===== config.mk =====
export PLATFORM = sky130hd
export DESIGN_NAME = frfcfs_sched
export DESIGN_NICKNAME = d
export VERILOG_FILES = /design/src/rtl/frfcfs_pkg.sv /design/src/rtl/frfcfs_dp.sv /design/src/rtl/frfcfs_ctl.sv /design/src/rtl/frfcfs_sched.sv
export SDC_FILE = /design/constraint.sdc
export NUM_CORES = 1
export LEC_CHECK = 0
export ABC_CLOCK_PERIOD_IN_PS = 5390
export BUFFER_PORTS_ARGS = -buffer_cell sky130_fd_sc_hd__buf_2
export CORE_ASPECT_RATIO = 2
export CORE_MARGIN = 3
export CORE_UTILIZATION = 45
export CTS_CLUSTER_DIAMETER = 40
export DETAILED_ROUTE_END_ITERATION = 10
export REMOVE_ABC_BUFFERS = 1
export SLEW_MARGIN = 20
export SYNTH_ARGS = -nofsm -noshare
export SYNTH_HDL_FRONTEND = slang
export SYNTH_SLANG_ARGS = --single-unit

===== constraint.sdc =====
create_clock -name clk -period 5.39 [get_ports clk]
set_input_delay 1.078 -clock clk [delete_from_list [all_inputs] [get_ports clk]]
set_output_delay 1.078 -clock clk [all_outputs]
set_load 0.005 [all_outputs]

===== src/rtl/frfcfs_pkg.sv =====
package frfcfs_pkg;
  // strobes from control to datapath for one clock edge
  typedef struct packed {
    logic issue;  // dequeue the picked entry and start its bank
    logic hit;    // picked entry matches its bank's open row
    logic enq;    // accept the request on the enqueue port
  } ctlStrobe_t;
endpackage


===== src/rtl/frfcfs_dp.sv =====
module frfcfs_dp
  import frfcfs_pkg::*;
#(
  parameter int QDEPTH   = 4,
  parameter int ADDR_W   = 32,
  parameter int TAG_W    = 4,
  parameter int BANK_W   = 2,
  parameter int COL_W    = 6,
  parameter int OFF_W    = 6,
  parameter int HIT_LAT  = 50,
  parameter int MISS_LAT = 250,
  localparam int NBANK   = 1 << BANK_W,
  localparam int ROW_LSB = OFF_W + COL_W + BANK_W,
  localparam int ROW_W   = ADDR_W - ROW_LSB,
  localparam int IDX_W   = $clog2(QDEPTH),
  localparam int CNT_W   = $clog2(MISS_LAT + 1)
) (
  input  logic                              clk,
  input  logic                              rst_n,
  input  logic [ADDR_W-1:0]                 reqAddr,
  input  logic [TAG_W-1:0]                  reqTag,
  input  ctlStrobe_t                        strobe,
  input  logic [IDX_W-1:0]                  pickIdx,
  output logic [QDEPTH-1:0]                 entValid,
  output logic [QDEPTH-1:0][BANK_W-1:0]     entBank,
  output logic [QDEPTH-1:0][ROW_W-1:0]      entRow,
  output logic [NBANK-1:0]                  bankFree,
  output logic [NBANK-1:0]                  openValid,
  output logic [NBANK-1:0][ROW_W-1:0]       openRow,
  output logic                              issueValid,
  output logic [ADDR_W-1:0]                 issueAddr,
  output logic [TAG_W-1:0]                  issueTag,
  output logic [BANK_W-1:0]                 issueBank,
  output logic                              issueHit,
  output logic [NBANK-1:0]                  doneVec,
  output logic [NBANK*TAG_W-1:0]            doneTags
);

  logic [QDEPTH-1:0]              qValid, nValid;
  logic [QDEPTH-1:0][ADDR_W-1:0]  qAddr, nAddr;
  logic [QDEPTH-1:0][TAG_W-1:0]   qTag, nTag;

  logic [ADDR_W-1:0] pickAddr;
  logic [TAG_W-1:0]  pickTag;
  logic [BANK_W-1:0] pickBank;

  assign pickAddr = qAddr[pickIdx];
  assign pickTag  = qTag[pickIdx];
  assign pickBank = pickAddr[OFF_W+COL_W +: BANK_W];

  // field view of each queue slot
  for (genvar i = 0; i < QDEPTH; i++) begin : g_view
    assign entValid[i] = qValid[i];
    assign entBank[i]  = qAddr[i][OFF_W+COL_W +: BANK_W];
    assign entRow[i]   = qAddr[i][ADDR_W-1:ROW_LSB];
  end

  // collapse on dequeue, append on enqueue; slot 0 is always the oldest
  always_comb begin
    int occ;
    nValid = qValid;
    nAddr  = qAddr;
    nTag   = qTag;
    for (int i = 0; i < QDEPTH; i++) begin
      if (strobe.issue && i >= int'(pickIdx)) begin
        if (i < QDEPTH - 1) begin
          nValid[i] = qValid[i+1];
          nAddr[i]  = qAddr[i+1];
          nTag[i]   = qTag[i+1];
        end else begin
          nValid[i] = 1'b0;
        end
      end
    end
    occ = $countones(qValid) - (strobe.issue ? 1 : 0);
    for (int i = 0; i < QDEPTH; i++) begin
      if (strobe.enq && i == occ) begin
        nValid[i] = 1'b1;
        nAddr[i]  = reqAddr;
        nTag[i]   = reqTag;
      end
    end
  end

  always_ff @(posedge clk) begin
    if (!rst_n) begin
      qValid <= '0;
      qAddr  <= '0;
      qTag   <= '0;
    end else begin
      qValid <= nValid;
      qAddr  <= nAddr;
      qTag   <= nTag;
    end
  end

  // issue pulse register
  always_ff @(posedge clk) begin
    if (!rst_n) begin
      issueValid <= 1'b0;
      issueAddr  <= '0;
      issueTag   <= '0;
      issueBank  <= '0;
      issueHit   <= 1'b0;
    end else begin
      issueValid <= strobe.issue;
      issueHit   <= strobe.issue && strobe.hit;
      if (strobe.issue) begin
        issueAddr <= pickAddr;
        issueTag  <= pickTag;
        issueBank <= pickBank;
      end
    end
  end

  // per-bank open row and occupancy timer
  for (genvar b = 0; b < NBANK; b++) begin : g_bank
    logic [CNT_W-1:0] busyCnt;
    logic [TAG_W-1:0] curTag;
    logic             startHere;

    assign startHere   = strobe.issue && (pickBank == BANK_W'(b));
    assign bankFree[b] = (busyCnt <= CNT_W'(1));

    always_ff @(posedge clk) begin
      if (!rst_n) begin
        busyCnt      <= '0;
        curTag       <= '0;
        openValid[b] <= 1'b0;
        openRow[b]   <= '0;
        doneVec[b]   <= 1'b0;
        doneTags[b*TAG_W +: TAG_W] <= '0;
      end else begin
        doneVec[b] <= (busyCnt == CNT_W'(1));
        if (busyCnt == CNT_W'(1)) doneTags[b*TAG_W +: TAG_W] <= curTag;
        if (startHere) begin
          busyCnt      <= strobe.hit ? CNT_W'(HIT_LAT) : CNT_W'(MISS_LAT);
          curTag       <= pickTag;
          openValid[b] <= 1'b1;
          openRow[b]   <= pickAddr[ADDR_W-1:ROW_LSB];
        end else if (busyCnt != '0) begin
          busyCnt <= busyCnt - CNT_W'(1);
        end
      end
    end
  end

endmodule


===== src/rtl/frfcfs_ctl.sv =====
module frfcfs_ctl
  import frfcfs_pkg::*;
#(
  parameter int QDEPTH    = 4,
  parameter int BANK_W    = 2,
  parameter int ROW_W     = 18,
  parameter int ISSUE_GAP = 10,
  localparam int NBANK    = 1 << BANK_W,
  localparam int IDX_W    = $clog2(QDEPTH),
  localparam int GAP_W    = $clog2(ISSUE_GAP + 1)
) (
  input  logic                          clk,
  input  logic                          rst_n,
  input  logic                          reqValid,
  input  logic [QDEPTH-1:0]             entValid,
  input  logic [QDEPTH-1:0][BANK_W-1:0] entBank,
  input  logic [QDEPTH-1:0][ROW_W-1:0]  entRow,
  input  logic [NBANK-1:0]              bankFree,
  input  logic [NBANK-1:0]              openValid,
  input  logic [NBANK-1:0][ROW_W-1:0]   openRow,
  output ctlStrobe_t                    strobe,
  output logic [IDX_W-1:0]              pickIdx,
  output logic                          reqReady
);

  logic [GAP_W-1:0]  gapCnt;
  logic              gapOk;
  logic [QDEPTH-1:0] elig, hitElig;
  logic              anyElig, anyHit;
  logic [IDX_W-1:0]  eligIdx, hitIdx;

  assign gapOk = (gapCnt <= GAP_W'(1));

  for (genvar i = 0; i < QDEPTH; i++) begin : g_elig
    assign elig[i]    = entValid[i] && bankFree[entBank[i]] && gapOk;
    assign hitElig[i] = elig[i] && openValid[entBank[i]] &&
                        (openRow[entBank[i]] == entRow[i]);
  end

  // lowest slot index is oldest; scan from the young end so the oldest wins
  always_comb begin
    anyElig = 1'b0;
    anyHit  = 1'b0;
    eligIdx = '0;
    hitIdx  = '0;
    for (int i = QDEPTH - 1; i >= 0; i--) begin
      if (elig[i]) begin
        anyElig = 1'b1;
        eligIdx = IDX_W'(i);
      end
      if (hitElig[i]) begin
        anyHit = 1'b1;
        hitIdx = IDX_W'(i);
      end
    end
  end

  assign pickIdx      = anyHit ? hitIdx : eligIdx;
  assign reqReady     = ~&entValid;
  assign strobe.issue = anyElig;
  assign strobe.hit   = anyHit;
  assign strobe.enq   = reqValid && reqReady;

  always_ff @(posedge clk) begin
    if (!rst_n)            gapCnt <= '0;
    else if (anyElig)      gapCnt <= GAP_W'(ISSUE_GAP);
    else if (gapCnt != '0) gapCnt <= gapCnt - GAP_W'(1);
  end

endmodule


===== src/rtl/frfcfs_sched.sv =====
module frfcfs_sched
  import frfcfs_pkg::*;
#(
  parameter int QDEPTH    = 4,
  parameter int ADDR_W    = 32,
  parameter int TAG_W     = 4,
  parameter int BANK_W    = 2,
  parameter int COL_W     = 6,
  parameter int HIT_LAT   = 50,
  parameter int MISS_LAT  = 250,
  parameter int ISSUE_GAP = 10,
  localparam int OFF_W    = 6,
  localparam int NBANK    = 1 << BANK_W,
  localparam int ROW_W    = ADDR_W - OFF_W - COL_W - BANK_W,
  localparam int IDX_W    = $clog2(QDEPTH)
) (
  input  logic                   clk,
  input  logic                   rst_n,
  input  logic                   reqValid,
  input  logic [ADDR_W-1:0]      reqAddr,
  input  logic [TAG_W-1:0]       reqTag,
  output logic                   reqReady,
  output logic                   issueValid,
  output logic [ADDR_W-1:0]      issueAddr,
  output logic [TAG_W-1:0]       issueTag,
  output logic [BANK_W-1:0]      issueBank,
  output logic                   issueHit,
  output logic [NBANK-1:0]       doneVec,
  output logic [NBANK*TAG_W-1:0] doneTags
);

  ctlStrobe_t                    strobe;
  logic [IDX_W-1:0]              pickIdx;
  logic [QDEPTH-1:0]             entValid;
  logic [QDEPTH-1:0][BANK_W-1:0] entBank;
  logic [QDEPTH-1:0][ROW_W-1:0]  entRow;
  logic [NBANK-1:0]              bankFree;
  logic [NBANK-1:0]              openValid;
  logic [NBANK-1:0][ROW_W-1:0]   openRow;

  frfcfs_ctl #(
    .QDEPTH(QDEPTH), .BANK_W(BANK_W), .ROW_W(ROW_W), .ISSUE_GAP(ISSUE_GAP)
  ) u_ctl (
    .clk(clk), .rst_n(rst_n), .reqValid(reqValid),
    .entValid(entValid), .entBank(entBank), .entRow(entRow),
    .bankFree(bankFree), .openValid(openValid), .openRow(openRow),
    .strobe(strobe), .pickIdx(pickIdx), .reqReady(reqReady)
  );

  frfcfs_dp #(
    .QDEPTH(QDEPTH), .ADDR_W(ADDR_W), .TAG_W(TAG_W), .BANK_W(BANK_W),
    .COL_W(COL_W), .OFF_W(OFF_W), .HIT_LAT(HIT_LAT), .MISS_LAT(MISS_LAT)
  ) u_dp (
    .clk(clk), .rst_n(rst_n), .reqAddr(reqAddr), .reqTag(reqTag),
    .strobe(strobe), .pickIdx(pickIdx),
    .entValid(entValid), .entBank(entBank), .entRow(entRow),
    .bankFree(bankFree), .openValid(openValid), .openRow(openRow),
    .issueValid(issueValid), .issueAddr(issueAddr), .issueTag(issueTag),
    .issueBank(issueBank), .issueHit(issueHit),
    .doneVec(doneVec), .doneTags(doneTags)
  );

endmodule


# Word-level counts from Yosys, hierarchy flattened
# Index checks and enable logic that the tools add are counted.
# op_classes
eq_ne,14
order_cmp,13
reduce_logical,48
bitwise_logic,1
mux,77
add_sub_neg,9
# op_table
op,n
$mux 32,7
$bmux 18 s2,4
$eq 18x18->1,4
$mux 18,4
$mux 8,9
$bmux 32 s2,1
$eq 3x32->1 const A,2
$mux 4,9
$add 32x32->32,1
$eq 2x32->1 const A,1
$eq 8x1->1 const B,4
$le 8x1->1 const B,4
$logic_not 32->1,1
$reduce_bool 8->1,4
$sub 32x32->32,1
$sub 8x1->8 const B,4
$logic_and 1x1->1,29
$mux 1,25
$mux 2,9
$reduce_bool 2->1,9
$bmux 1 s2,8
$lt 2x3->1 const B,5
$bmux 4 s2,1
$add 1x1->2,2
other kinds (12),14
# totals
reg_bits,336
elab_cells,205
in_bits,39

# Logic depth before layout (Yosys ltp)
# depth
ltp_word,17
depth_mapped,25
mapped_depth_nobuf,21

# Hierarchy
# Synthesis repeated with hierarchy kept, for this count alone.
# hier_totals
hier_cells,1736
hier_area_um2,18114.9
# by_module_without_submodules
mod,instances,area_each_um2,seq_area_each_um2,cells_each
frfcfs_dp,1,14960.6,6606.3,1500
frfcfs_ctl,1,3154.3,80.1,236

# Least setup slack after synthesis
# No wires, ideal clock.
# synth_path
path_kind,register to register
from,register u_dp.g_bank[3].busyCnt[0]
to,register u_dp.qAddr (netlist bit u_dp.entRow[65])
t_arrival_ps,5603
slack_ps,-283
path_stages_with_launch,25
setup_ps,70
path_cell_list,dfxtp_1 > inv_1 > ha_1 > or2_2 > and3_1 > mux4_2 > and3_2 > nor3_1 > inv_1 > clkbuf_1 > buf_1 > ha_1 > inv_1 > ha_1 > inv_1 > fa_1 > ha_1 > nand2_1 > or4_1 > nor2_1 > and2_1 > clkbuf_1 > buf_1 > nand2_1 > a21oi_1
# synth_via
elab_chain_cells,13
elab_cells_between_ends,25
cone_classes,add/sub (1); order compare (1); eq/ne (1); mux (13); reduce/logical (9)
# synth_lines
item,line_no,text
start: declaration,frfcfs_dp.sv:118,logic [CNT_W-1:0] busyCnt;
start signal: assignment,frfcfs_dp.sv:137,busyCnt <= strobe.hit ? CNT_W'(HIT_LAT) : CNT_W'(MISS_LAT);
start signal: assignment,frfcfs_dp.sv:142,busyCnt <= busyCnt - CNT_W'(1);
$le 8x1->1 (*),frfcfs_dp.sv:123,assign bankFree[b] = (busyCnt <= CNT_W'(1));
$bmux 1 s2,frfcfs_ctl.sv:35,assign elig[i] = entValid[i] && bankFree[entBank[i]] && gapOk;
$mux 1 (implied by the code),frfcfs_ctl.sv:35,
$logic_and 1x1->1 (2 in series),frfcfs_ctl.sv:35,
$mux 1 (3 in series),frfcfs_ctl.sv:47,if (elig[i]) begin
$mux 1 (*),frfcfs_ctl.sv:47,
via u_ctl.anyElig,frfcfs_ctl.sv:29,"logic anyElig, anyHit;"
$mux 1 (*),frfcfs_dp.sv:75,occ = $countones(qValid) - (strobe.issue ? 1 : 0);
$sub 32x32->32 (*),frfcfs_dp.sv:75,
$eq 3x32->1 (*),frfcfs_dp.sv:77,if (strobe.enq && i == occ) begin
$logic_and 1x1->1 (*),frfcfs_dp.sv:77,
end signal: assignment,frfcfs_dp.sv:92,qAddr <= nAddr;
end: declaration,frfcfs_dp.sv:40,"logic [QDEPTH-1:0][ADDR_W-1:0] qAddr, nAddr;"
# The timed path passes the listed nets; every way through them passes the cells marked *. The select of a mux whose other input is x is not followed.
# A chain may end at the register's enable or synchronous reset.

# Worst setup path after layout
# layout_path
from,register u_dp.g_bank[3].busyCnt[0]
to,register u_dp.qAddr[70] in the netlist's numbering
# layout_via
elab_chain_cells,15
elab_cells_between_ends,50
cone_classes,add/sub (1); order compare (2); eq/ne (1); mux (27); reduce/logical (19)
# layout_lines
item,line_no
$le 8x1->1 (*),frfcfs_dp.sv:123
"parallel branches: the longest is 14 deep, another holds $sub 32x32->32",n/a
# Every way passes the cells marked *. The select of a mux whose other input is x is not followed.

==> reports/results.txt <==
status: finished clean
Initial Util: 45.6%
Mapped Avg Cell Area: 9.16 sq um
Final WS setup: 0.248 ns
Clock Pin Slew Worst Setup and Hold Paths: 0.06 ns
Netlist cell types: 87
top cells by area, synth: dfxtp_1, mux2i_1, nand2_1, mux4_2, xnor2_1
pin count of the biggest net entering global routing: 106
GRT Overall Usage: 27.0%
Final setup viols: 0
DRT iter0 DRCs: 956
final hold violations: 0
number of buffers created by CTS: 37
# DRC: 0
vias in the first global route: 15,900
worst-skew pair later-pin latency: 0.55 ns
critical path, cell by cell: inv_1, ha_1, or2_2, and3_1, mux4_2, nand3_2, nand2_1, nor3_4, inv_1, ha_1, inv_1, ha_1, inv_1, fa_1, ha_1, nand2_1, or4_1, nor2_2, nand2_2, buf_4, o21ai_0, a31oi_1
vias: 15,600
vias per cell: 5.98
Final TNS setup: 0 ns
# Post-CTS Setup Buffers: 0
Final Util: 50.6%
initial antenna violation count: 0
slowest cell delay on critical path: 0.54 ns
Post-Syn Area: 0.0184 sq mm
cells after synthesis: 2,010
maximum VDD drop: 437 uV
wire per inst: 22.9 um
# diodes: 0
top cell type's share of synthesized area: 36.3%
num rows: 104
CORE AREA: 0.0403 sq mm
Die Width: 149 um
Area Overhead vs Synth: 11.0%
Area after DPL: 0.0192 sq mm
static leakage: 7.30 nW
Die ar.: 0.0435 sq mm
Worst EP arrival: 5.54 ns
Slew Limit Fails: 0
register area share after synthesis: 36.3%
CTS tree: built
Synth top cells by count: nand2_1, dfxtp_1, mux2i_1
pre-CTS WS: 0.155 ns
CP Buf/Inv Count: 5
Design Area, Final: 0.0204 sq mm
share of layout cells above drive strength 1: 15.4%
I/O pin total: 100
crit-path leading delay family: simple AND/OR/NAND/NOR gates
register bit total from synthesis: 334
post-synth top area cell: dfxtp_1
total gr overflow: 0
crit start category: flop
WP data required: 5.78 ns
clock root buffer master: clkbuf_16
fmax: 194 MHz
critical setup path kind: flop to flop
maxcap violations: 0
Worst path slowest cell: or4_1
global-route wire length before repair: 92,000 um
DP HPWL: 41,200 um
CTS sink cnt: 334
Routed WL: 59,700 um
RSZ-0062 raised after global routing: no
Final Skew: 0.0293 ns
period utilization: 95.4%
hold bufs inserted after CTS: 0
H-tree level count: 2
pwr/cell area: 512 mW/mm^2
CTS max path bufs: 3
Detailed Routing Iterations Pass 1: 7
Synth Flop Type: dfxtp_1
remaining antenna violation count: 0
port bufs: 99
Nets: 2,109
gpl congestion: 0.962
CP Max Fanout: 44
top-count cell post-synth: nand2_1
ys async rst share: 0%
Post-synth EDFFs: 0
fin crit period: 5.14 ns
Chip Height: 292 um
crit end category: flop
Slew HR: 38.3%
Design Power: 10.5 mW
Worst Hold Class: flop to flop
Worst-Margin Slew: 0.926 ns
synth warn: 0
## sequential cells by signal, indices dropped and copies added (netlist names), 8 cells and up
name	flops
u_dp.qTag	16
u_dp.g_bank.busyCnt	32
u_dp.qAddr	48
u_dp.doneTags	16
u_dp.entRow	72
u_dp.openRow	72
u_dp.g_bank.curTag	16
u_dp.issueAddr	31
u_dp.entBank	8
## tightest hold or removal path, delay by kind of cell (launching register included)
kind	cells	cell delay, ns
flip-flops	1	0.30
AND/OR/NAND/NOR	1	0.05
AO/OA/AOI/OAI	1	0.05
## stage by stage
stage          hold slack, ns  instances
2_1_floorplan           0.434       1855
4_1_cts                 0.447       2606
3_5_place_dp            0.440       2540
5_1_grt                 0.472       2606
6_report                0.445       2606
3_3_place_gp            0.436       2540
## layout by cell type (no fill, tap or decap), types with 5 or more instances in the layout
| cell type | instances |
|---|---|
| nor3_1 | 24 |
| nand4_1 | 23 |
| a21oi_1 | 74 |
| buf_4 | 47 |
| dfxtp_1 | 334 |
| clkinvlp_4 | 5 |
| o211ai_1 | 6 |
| buf_12 | 9 |
| nor2_1 | 85 |
| mux2_2 | 17 |
| o21ai_0 | 98 |
| a211oi_1 | 42 |
| nor4_1 | 9 |
| ha_1 | 20 |
| clkbuf_16 | 38 |
| or4_1 | 5 |
| nand2_1 | 421 |
| o21a_1 | 16 |
| o31ai_1 | 7 |
| xnor2_1 | 69 |
| o211a_1 | 8 |
| inv_1 | 27 |
| clkbuf_1 | 6 |
| mux4_2 | 54 |
| buf_2 | 98 |
| mux2i_1 | 255 |
| and2_1 | 7 |
| o21bai_1 | 7 |
| nand2b_1 | 7 |
| xor2_1 | 29 |
| nand3_1 | 34 |
| mux4_1 | 10 |
| a31oi_1 | 76 |
## where the power goes
part | internal [mW] | switching, mW | total (mW)
Sequential | 2.94 | 0.483 | 3.42
Clock | 1.47 | 1.12 | 2.59
Combinational | 1.63 | 2.81 | 4.44
## per-layer routing
metal	part of all wire (%)	global-route usage, %	vias to the layer above
met4	7.0	16.6	0
met5	0	0	-
met1	36	28.4	7639
li1	-	-	7241
met3	3.8	2.72	197
met2	54	50.5	508
## kinds of logic after synthesis
kind of cell	Yosys count	share of synthesized area (%)
multiplexers	337	23.0
XOR/XNOR	98	4.66
AND/OR/NAND/NOR	661	15.6
adder cells (fa/ha/maj)	21	1.47
AO/OA/AOI/OAI	376	13.1
flip-flops	334	36.3
buffers and inverters	183	5.82
## area by class of cell
| type | count | area [sq um] |
|---|---|---|
| inverters | 28 | 108 |
| fillers | 3883 | 19900 |
| repair buffers | 155 | 1030 |
| flip-flops and latches | 334 | 6690 |
| clock inverters | 18 | 208 |
| multi-input cells | 1493 | 10700 |
| well taps | 530 | 663 |
| clock buffers | 48 | 1030 |
## what timing repair did
| item | CTS | global route |
|---|---|---|
| endpoints found under the hold margin | 0 | 0 |
| setup endpoints to repair | 0 | 115 |
| gates resized for setup | 0 | 6 |
## final timing paths
| check | slack [ns] | cells after the start | end | start |
|---|---|---|---|---|
| max | 0.25 | 22 | u_dp.qAddr[70] | u_dp.g_bank[3].busyCnt[0] |
| min | 0.45 | 2 | u_dp.issueAddr[25] | u_dp.issueAddr[25] |
| max reg2reg | 0.25 | 22 | u_dp.qAddr[70] | u_dp.g_bank[3].busyCnt[0] |
| min reg2reg | 0.45 | 2 | u_dp.issueAddr[25] | u_dp.issueAddr[25] |
No activity file was read; power rests on OpenSTA's default activity.
